$ cat config.mk
export PLATFORM = sky130hd
export DESIGN_NAME = can_stamp_timer
export DESIGN_NICKNAME = d
export VERILOG_FILES = /design/src/rtl/can_stamp_pkg.sv /design/src/rtl/can_stamp_datapath.sv /design/src/rtl/can_stamp_control.sv /design/src/rtl/can_stamp_timer.sv
export SDC_FILE = /design/constraint.sdc
export NUM_CORES = 1
export LEC_CHECK = 0
export CORE_MARGIN = 2
export CORE_UTILIZATION = 30
export DETAILED_ROUTE_END_ITERATION = 8
export DONT_BUFFER_PORTS = 1
export GPL_ROUTABILITY_DRIVEN = 0
export HOLD_SLACK_MARGIN = 0.05
export PLACE_DENSITY_LB_ADDON = 0.2
export SLEW_MARGIN = 0
export SYNTH_ARGS = -nofsm -noshare
export SYNTH_HDL_FRONTEND = slang
export SYNTH_SLANG_ARGS = --single-unit
$ cat constraint.sdc
create_clock -name clk -period 6.2 [get_ports clk]
set_input_delay 0.31 -clock clk [delete_from_list [all_inputs] [get_ports clk]]
set_output_delay 0.31 -clock clk [all_outputs]
set_load 0.05 [all_outputs]
$ cat src/rtl/can_stamp_pkg.sv
package can_stamp_pkg;
  localparam int TS_W    = 16;
  localparam int ADDR_W  = 3;
  localparam int N_FLAGS = 3;

  localparam logic [ADDR_W-1:0] A_CNT  = 3'd0;
  localparam logic [ADDR_W-1:0] A_OFF  = 3'd1;
  localparam logic [ADDR_W-1:0] A_CMP  = 3'd2;
  localparam logic [ADDR_W-1:0] A_CTRL = 3'd3;
  localparam logic [ADDR_W-1:0] A_FLAG = 3'd4;

  localparam int F_OVF  = 0;
  localparam int F_WAKE = 1;
  localparam int F_CMP  = 2;

  localparam int IE_LSB = 8;

  typedef struct packed {
    logic            cntWr;
    logic            offWr;
    logic            cmpWr;
    logic            cmpMode;
    logic [TS_W-1:0] wrData;
  } ctlStrobe_t;

  typedef struct packed {
    logic ovfEv;
    logic wakeEv;
    logic cmpEv;
  } evtStrobe_t;
endpackage

$ cat src/rtl/can_stamp_datapath.sv
module can_stamp_datapath
  import can_stamp_pkg::*;
#(
  parameter int CYC_W     = 4,
  parameter int CMP_SHIFT = 4
) (
  input  logic             clk,
  input  logic             rst_n,
  input  ctlStrobe_t       ctl,
  input  logic             tickEn,
  input  logic             forceLoad,
  input  logic [TS_W-1:0]  forceValue,
  input  logic [CYC_W-1:0] cycleCount,
  input  logic             rxd,
  input  logic             sleepMode,
  output logic [TS_W-1:0]  cntQ,
  output logic [TS_W-1:0]  offQ,
  output logic [TS_W-1:0]  cmpQ,
  output evtStrobe_t       evt
);
  localparam logic [TS_W-1:0] ALL_ONES = {TS_W{1'b1}};
  localparam int SYNC_N = 2;

  logic            atTop;
  logic [TS_W-1:0] cmpTarget;
  logic            cmpEqual;
  logic            cmpEqualPrev;
  logic [SYNC_N-1:0] rxChain;
  logic            rxSync;
  logic            rxPrev;

  assign atTop = (cntQ == ALL_ONES);

  // timestamp counter: force beats register write beats tick
  always_ff @(posedge clk) begin
    if (!rst_n) begin
      cntQ <= '0;
    end else if (forceLoad) begin
      cntQ <= forceValue;
    end else if (ctl.cntWr) begin
      cntQ <= ctl.wrData;
    end else if (tickEn) begin
      cntQ <= atTop ? offQ : cntQ + 1'b1;
    end
  end

  always_ff @(posedge clk) begin
    if (!rst_n) begin
      offQ <= '0;
      cmpQ <= '0;
    end else begin
      if (ctl.offWr) offQ <= ctl.wrData;
      if (ctl.cmpWr) cmpQ <= ctl.wrData;
    end
  end

  assign evt.ovfEv = (forceLoad && (forceValue == ALL_ONES)) ||
                     (!forceLoad && !ctl.cntWr && tickEn && atTop);

  // compare target selection
  assign cmpTarget = ctl.cmpMode
                   ? (cntQ >> CMP_SHIFT) + {{(TS_W-CYC_W){1'b0}}, cycleCount}
                   : cntQ;
  assign cmpEqual  = (cmpQ != '0) && (cmpTarget == cmpQ);

  always_ff @(posedge clk) begin
    if (!rst_n) cmpEqualPrev <= 1'b0;
    else        cmpEqualPrev <= cmpEqual;
  end

  assign evt.cmpEv = cmpEqual && !cmpEqualPrev;

  // receive line synchronizer, idle level is recessive (1)
  generate
    for (genvar i = 0; i < SYNC_N; i++) begin : g_sync
      always_ff @(posedge clk) begin
        if (!rst_n) rxChain[i] <= 1'b1;
        else        rxChain[i] <= (i == 0) ? rxd : rxChain[(i == 0) ? 0 : i-1];
      end
    end
  endgenerate

  assign rxSync = rxChain[SYNC_N-1];

  always_ff @(posedge clk) begin
    if (!rst_n) rxPrev <= 1'b1;
    else        rxPrev <= rxSync;
  end

  assign evt.wakeEv = sleepMode && rxPrev && !rxSync;
endmodule

$ cat src/rtl/can_stamp_control.sv
module can_stamp_control
  import can_stamp_pkg::*;
(
  input  logic               clk,
  input  logic               rst_n,
  input  logic               wrEn,
  input  logic [ADDR_W-1:0]  addr,
  input  logic [TS_W-1:0]    wrData,
  input  logic               autoWake,
  input  evtStrobe_t         evt,
  input  logic [TS_W-1:0]    cntQ,
  input  logic [TS_W-1:0]    offQ,
  input  logic [TS_W-1:0]    cmpQ,
  output ctlStrobe_t         ctl,
  output logic [N_FLAGS-1:0] flagQ,
  output logic [TS_W-1:0]    rdData,
  output logic               irq,
  output logic               wakeReq
);
  logic               modeQ;
  logic [N_FLAGS-1:0] ieQ;
  logic [N_FLAGS-1:0] evVec;
  logic [N_FLAGS-1:0] clrVec;
  logic               ctrlWr;

  assign ctl.cntWr   = wrEn && (addr == A_CNT);
  assign ctl.offWr   = wrEn && (addr == A_OFF);
  assign ctl.cmpWr   = wrEn && (addr == A_CMP);
  assign ctl.cmpMode = modeQ;
  assign ctl.wrData  = wrData;
  assign ctrlWr      = wrEn && (addr == A_CTRL);

  always_ff @(posedge clk) begin
    if (!rst_n) begin
      modeQ <= 1'b0;
      ieQ   <= '0;
    end else if (ctrlWr) begin
      modeQ <= wrData[0];
      ieQ   <= wrData[IE_LSB +: N_FLAGS];
    end
  end

  always_comb begin
    evVec         = '0;
    evVec[F_OVF]  = evt.ovfEv;
    evVec[F_WAKE] = evt.wakeEv;
    evVec[F_CMP]  = evt.cmpEv;
  end

  assign clrVec = (wrEn && (addr == A_FLAG)) ? wrData[N_FLAGS-1:0] : '0;

  // sticky flags: a hardware set outranks a software clear
  generate
    for (genvar f = 0; f < N_FLAGS; f++) begin : g_flag
      always_ff @(posedge clk) begin
        if (!rst_n)        flagQ[f] <= 1'b0;
        else if (evVec[f]) flagQ[f] <= 1'b1;
        else if (clrVec[f]) flagQ[f] <= 1'b0;
      end
    end
  endgenerate

  always_ff @(posedge clk) begin
    if (!rst_n) wakeReq <= 1'b0;
    else        wakeReq <= evt.wakeEv && autoWake;
  end

  assign irq = |(flagQ & ieQ);

  always_comb begin
    rdData = '0;
    case (addr)
      A_CNT:  rdData = cntQ;
      A_OFF:  rdData = offQ;
      A_CMP:  rdData = cmpQ;
      A_CTRL: begin
        rdData[0]                  = modeQ;
        rdData[IE_LSB +: N_FLAGS]  = ieQ;
      end
      A_FLAG: rdData[N_FLAGS-1:0] = flagQ;
      default: rdData = '0;
    endcase
  end
endmodule

$ cat src/rtl/can_stamp_timer.sv
module can_stamp_timer
  import can_stamp_pkg::*;
#(
  parameter int CYC_W     = 4,
  parameter int CMP_SHIFT = 4
) (
  input  logic             clk,
  input  logic             rst_n,
  input  logic             tickEn,
  input  logic             forceLoad,
  input  logic [15:0]      forceValue,
  input  logic [CYC_W-1:0] cycleCount,
  input  logic             rxd,
  input  logic             sleepMode,
  input  logic             autoWake,
  input  logic             wrEn,
  input  logic [2:0]       addr,
  input  logic [15:0]      wrData,
  output logic [15:0]      rdData,
  output logic             irq,
  output logic             wakeReq
);
  ctlStrobe_t         ctl;
  evtStrobe_t         evt;
  logic [TS_W-1:0]    cntQ;
  logic [TS_W-1:0]    offQ;
  logic [TS_W-1:0]    cmpQ;
  logic [N_FLAGS-1:0] flagQ;

  can_stamp_datapath #(.CYC_W(CYC_W), .CMP_SHIFT(CMP_SHIFT)) u_dp (
    .clk(clk), .rst_n(rst_n), .ctl(ctl), .tickEn(tickEn),
    .forceLoad(forceLoad), .forceValue(forceValue), .cycleCount(cycleCount),
    .rxd(rxd), .sleepMode(sleepMode),
    .cntQ(cntQ), .offQ(offQ), .cmpQ(cmpQ), .evt(evt)
  );

  can_stamp_control u_ctl (
    .clk(clk), .rst_n(rst_n), .wrEn(wrEn), .addr(addr), .wrData(wrData),
    .autoWake(autoWake), .evt(evt), .cntQ(cntQ), .offQ(offQ), .cmpQ(cmpQ),
    .ctl(ctl), .flagQ(flagQ), .rdData(rdData), .irq(irq), .wakeReq(wakeReq)
  );
endmodule

======== After elaboration in Yosys (flattened, before gate mapping) ========
Index checks and enable logic that the tools add are counted.
word-level totals
  register bits after elaboration ......... 60
  bits in latches ......................... 0
  bits in writable memories ............... 0
  memory bits (read-only) ................. 0
  bits of input ports ..................... 47
  output and inout bits ................... 18
  logic and storage cells ................. 66
  memories ................................ 0
cells by class
  add/subtract/negate cells ............... 2
  $mul .................................... 0
  divide/modulo/power cells ............... 0
  $lt $le $gt $ge ......................... 0
  eq/ne operators ......................... 7
  shift operators ......................... 0
  muxes and demuxes ....................... 17
  bitwise gates (word level) .............. 1
  reductions and logical operators ........ 26
operator list
  cell                                           count
  2-to-1 mux 16 bit                              5
  == test 16 bit, second input constant          2
  one-hot mux 5 bit (3 select lines)             2
  adder 16 x 1 -> 16 bit, second input constant  1
  == test 16 bit                                 1
  nonzero test 16 bit                            1
  logical AND 1 bit                              14
  adder 12 x 4 -> 13 bit                         1
  one-hot mux 3 bit (4 select lines)             1
  one-hot mux 2 bit (4 select lines)             1
  == test 3 x 2 -> 1 bit, second input constant  2
  2-to-1 mux 1 bit                               6
  nonzero test 2 bit                             3
  one-hot mux 1 bit (5 select lines)             1
  logical NOT 1 bit                              4
  bitwise AND 3 bit                              1
  == test 3 x 1 -> 1 bit, second input constant  1
  == test 3 bit, second input constant           1
  logical NOT 3 bit                              1
  2-to-1 mux 3 bit                               1
  nonzero test 3 bit                             1
  OR reduction 3 bit                             1
  logical OR 1 bit                               1

======== Depth between registers and ports, before layout ========
  word-level depth ........................ 8
  depth in mapped cells ................... 9
  depth with buffers taken out ............ 8

======== Modules after synthesis ========
From an unflattened synthesis, not the netlist that was laid out.
second synthesis, totals
  cells, all modules ...................... 567
  area total of the unflattened synthesis .. 4619.4 um2
by module, submodules not included
  module              times used  cells an instance  area each (um2)  seq. area each (um2)
  can_stamp_datapath  1           444                3617.2           1041.0
  can_stamp_control   1           123                1002.2           160.2

======== Worst setup path after synthesis ========
OpenSTA, ideal clock, no wires.
  kind .................................... register to register
  start point ............................. register u_dp.cntQ[4]
  end point ............................... register u_ctl.flagQ[2]
  setup time .............................. 96 ps
  arrival time ............................ 2448 ps
  required time ........................... 6104 ps
  path slack .............................. 3656 ps
  cell stages (with the launch flop) ...... 9
  path buffers ............................ 0
  clock period less this slack ............ 2544 ps
  path through ............................ dfxtp_1 > ha_1 > fa_1 > a211oi_2 > or4_1 > nand4_1 > a2111o_1 > a21o_1 > o41ai_2
on the way
  word-level cells in the longest chain between the ends .. 6
  elaborated cells between the ends (all ways) .. 7
  those cells by class .................... 1 x add/sub; 1 x eq/ne; 2 x mux; 3 x reduce/logical
ends and longest elaborated chain
  item                                                    RTL line                  source
  from (decl)                                             can_stamp_datapath.sv:16  output logic [TS_W-1:0] cntQ,
  from (signal assigned)                                  can_stamp_datapath.sv:39  cntQ <= forceValue;
  from (signal assigned)                                  can_stamp_datapath.sv:41  cntQ <= ctl.wrData;
  from (signal assigned)                                  can_stamp_datapath.sv:43  cntQ <= atTop ? offQ : cntQ + 1'b1;
  adder 12 x 4 -> 13 bit                                  can_stamp_datapath.sv:62  ? (cntQ >> CMP_SHIFT) + {{(TS_W-CYC_W){1'b0}}, cycleCount}
  2-to-1 mux 16 bit (*)                                   can_stamp_datapath.sv:62
  == test 16 bit (*)                                      can_stamp_datapath.sv:64  assign cmpEqual = (cmpQ != '0) && (cmpTarget == cmpQ);
  logical AND 1 bit (*)                                   can_stamp_datapath.sv:64
  logical AND 1 bit (*)                                   can_stamp_datapath.sv:71  assign evt.cmpEv = cmpEqual && !cmpEqualPrev;
  2-to-1 mux 1 bit or nonzero test 2 bit (tied branches)  --
  to (signal, indexed assignment)                         can_stamp_control.sv:56   if (!rst_n) flagQ[f] <= 1'b0;
  to (signal, indexed assignment)                         can_stamp_control.sv:57   else if (evVec[f]) flagQ[f] <= 1'b1;
  to (signal, indexed assignment)                         can_stamp_control.sv:58   else if (clrVec[f]) flagQ[f] <= 1'b0;
  to (decl)                                               can_stamp_control.sv:15   output logic [N_FLAGS-1:0] flagQ,
Mark *: on every way between the ends. The rest lies on a longest branch, timed or not.
A chain may end at the register's enable or synchronous reset.

======== Worst setup path after layout ========
Ends and elaborated chain as after synthesis.

==> impl_metrics.tcl <==
set metrics [dict create \
    wire_per_inst_um 22.0 \
    cts_buffers 9 \
    post_cts_buffers 0 \
    syn_inst 561 \
    swShare_pct 25.6 \
    hold_buffers 0 \
    arrival_ns 3.08 \
    dp.cells 693 \
    synthFlopType "dfxtp_1" \
    fillers 1439 \
    p_int_uw 894 \
    synth_fp_nets 614 \
    grt_usage_pct 21.7 \
    drive_gt1_share_pct 6.94 \
    htree_num_levels 3 \
    dieArea_um2 14800 \
    startpoint_type "flip-flop" \
    powerDensity_nw_per_um2 262 \
    syn_area_um2 4150 \
    async_flop_share_pct 0 \
    final-setup-viol-count 0 \
    place_area_um2 4220 \
    grt_max_degree 39 \
    io_buffers 0 \
    dp.final_hpwl_mm 11.3 \
    p_switching_uw 308 \
    ir_drop_mv 0.136 \
    clkPwrFrac_pct 51.4 \
    initial_core_util_pct 31.0 \
    finClkSkew_ns 0.00654 \
    hold_viol 0 \
    dr.pass1.iters 4 \
    path_buf_inv 0 \
    outcome "finished, final reports clean" \
    utilization_pct 34.2 \
    ys_seq_elements 60 \
    insertion_delay_ns 0.33 \
    vias 4170 \
    wl_mm 15.6 \
    path_clk_slew_ns 0.06 \
    power_frac_comb_pct 12.2 \
    drtIter0Drc 429 \
    period_share_pct 45.9 \
    yosysUniqueCellTypes 60 \
    sequentialPowerShare_pct 36.4 \
    worstHoldPathCells 1 \
    p_leak_uw 0.00159 \
    cts_sinks 60 \
    coreArea_um2 13400 \
    avgSynthCellArea_um2 7.40 \
    required_ns 6.43 \
    path_depth 8 \
    min_period_ns 2.84 \
    r2r_cells 8 \
    fmax_ghz 0.352 \
    grt_pass1_vias 4028 \
    min_path_type "input port to flip-flop" \
    worstMarginPinSlew_ns 1.05 \
    cts-root-buf "clkbuf_16" \
    final_area_um2 4580 \
    cpMaxStageDelayCell "a211oi_2" \
    path_cells "ha_1, fa_1, a211oi_2, or4_1, nand4_1, a2111o_1, a21o_1, o41ai_2" \
    cts_tree "yes" \
    drc_errors 0 \
    tns_ns 0 \
    grt_pass1_wl_mm 24.0 \
    antenna_cells 0 \
    detail-route-antenna-nets 0 \
    ys_warn_count 0 \
    area_growth_pct 10.4 \
    cp-end-kind "flip-flop" \
    viasPerCell 5.88 \
    grt-ovfl-total 0 \
    yosysSeqAreaShare_pct 28.9 \
    fp-row-count 42 \
    crit_type "flip-flop to flip-flop" \
    layout.nets 581 \
    final_cells 709 \
    final-max-slew-violation-count 0 \
    cts_buffer_depth 2 \
    ioPinCount 65 \
    cp_max_fo 7 \
    cts_resized 0 \
    drv_cap 0 \
    die_w_um 122 \
    die_h_um 122 \
    rsz0062_at_grt "no" \
    maxSlewHeadroom_pct 29.8 \
    critPathTopFamily "compound AO/OA/AOI/OAI gates" \
    antenna_found_initial 0 \
    synth_edf_count 0 \
    cp_slowest_stage_delay_ns 0.44 \
]
-- worst paths after layout --
| check | from | to | slack [ns] |
|---|---|---|---|
| worst min register to register | u_dp.rxChain[0] | u_dp.rxSync | 0.41 |
| worst max register to register | u_dp.cntQ[4] | u_ctl.flagQ[2] | 3.36 |
| worst min-delay path | rst_n | u_dp.rxChain[0] | 0.06 |
| worst max-delay path | u_dp.cntQ[4] | u_ctl.flagQ[2] | 3.36 |
-- power by group through the flow --
stage,clock network [uW],logic (uW),registers [uW]
2_1_floorplan,0,143,418
3_3_place_gp,0,145,444
3_5_place_dp,0,146,445
4_1_cts,622,147,437
5_1_grt,641,162,440
6_report,618,147,438
-- Yosys cell counts, drive strengths merged, types with 4 or more instances --
library cell	instances	area (um^2)
a21oi	68	340
o21ai	20	100
nand3	11	55.1
nand2	99	372
o221ai	13	114
nor3	11	55.1
dfxtp	60	1200
and3b	4	35.0
mux2i	20	200
nor2b	12	75.1
a31oi	4	25.0
xor2	12	105
and3	6	37.5
buf	14	76.3
inv	8	30.0
nor4	14	87.6
and2	5	31.3
nor2	43	161
nand2b	5	31.3
ha	5	62.6
nand4	16	100
a211o	5	43.8
mux2	4	45.0
clkbuf	34	129
nand3b	4	30.0
xnor2	14	123
o22ai	4	25.0
-- logic make-up (layout without fill, tap and decap cells) --
group | after synthesis | count (layout) | share of synthesized area [%]
and+or+nand+nor | 241 | 241 | 27.8
adders and majority gates | 6 | 6 | 1.99
AOI/OAI and AO/OA | 143 | 143 | 21.9
muxes | 27 | 27 | 7.53
DFF | 60 | 60 | 28.9
xor gates and xnor gates | 27 | 27 | 6.06
buffers and inverters | 57 | 29 | 5.76
-- registers in the layout, summed over array words and instances, names as in the netlist --
register           flops
u_ctl.flagQ            3
u_dp.rxSync            1
u_ctl.ieQ              3
u_dp.cmpQ             16
u_ctl.wakeReq          1
u_dp.rxPrev            1
u_dp.cntQ             16
u_dp.rxChain           1
u_ctl.modeQ            1
u_dp.cmpEqualPrev      1
u_dp.offQ             16
-- routing by layer --
metal	up-vias	global-route usage (%)	routed length (um)
li1	1949	-	-
met1	2027	27.7	6380
met2	171	37.1	7730
met3	23	4.12	1210
met4	0	6.68	281
met5	-	0	0
-- final cells by class --
| cell class | instances | area [um^2] | area share (%) |
|---|---|---|---|
| tap | 176 | 220 | 4.81 |
| inverter | 9 | 33.8 | 0.737 |
| sequential | 60 | 1200 | 26.2 |
| clock inverter | 7 | 139 | 3.03 |
| timing repair buffer | 4 | 30.0 | 0.655 |
| multi-input combinational | 444 | 2730 | 59.6 |
| clock buffer | 9 | 225 | 4.92 |
-- placed cells by master (no fill, tap or decap), types with 3 or more instances in the layout --
master	n
nand2b_1	5
nor4_1	13
nand3b_1	4
nand4_1	16
nor3_1	11
o21ai_0	19
clkbuf_16	9
o21a_1	3
and3_1	6
ha_1	5
xnor2_1	14
a21oi_1	68
nand2_1	99
xor2_1	12
mux4_2	3
o221ai_1	13
and2_1	5
inv_1	8
mux2_2	4
bufinv_16	4
a31oi_1	4
a211o_1	5
nand3_1	11
mux2i_1	20
nor4b_1	3
nor2_1	43
buf_4	4
or3_1	3
o22ai_1	4
o211ai_1	3
dfxtp_1	60
and3b_1	4
nor2b_1	12
-- metrics by stage --
stage / total power [uW] / worst slack, ns / hold slack (ns)
6_report: 1200 / 3.36 / 0.0648
5_1_grt: 1240 / 3.16 / 0.0609
4_1_cts: 1210 / 3.37 / 0.0530
3_5_place_dp: 591 / 3.40 / 0.394
3_3_place_gp: 589 / 3.47 / 0.397
2_1_floorplan: 561 / 3.66 / 0.386
Power figures use the tool's default switching activity.
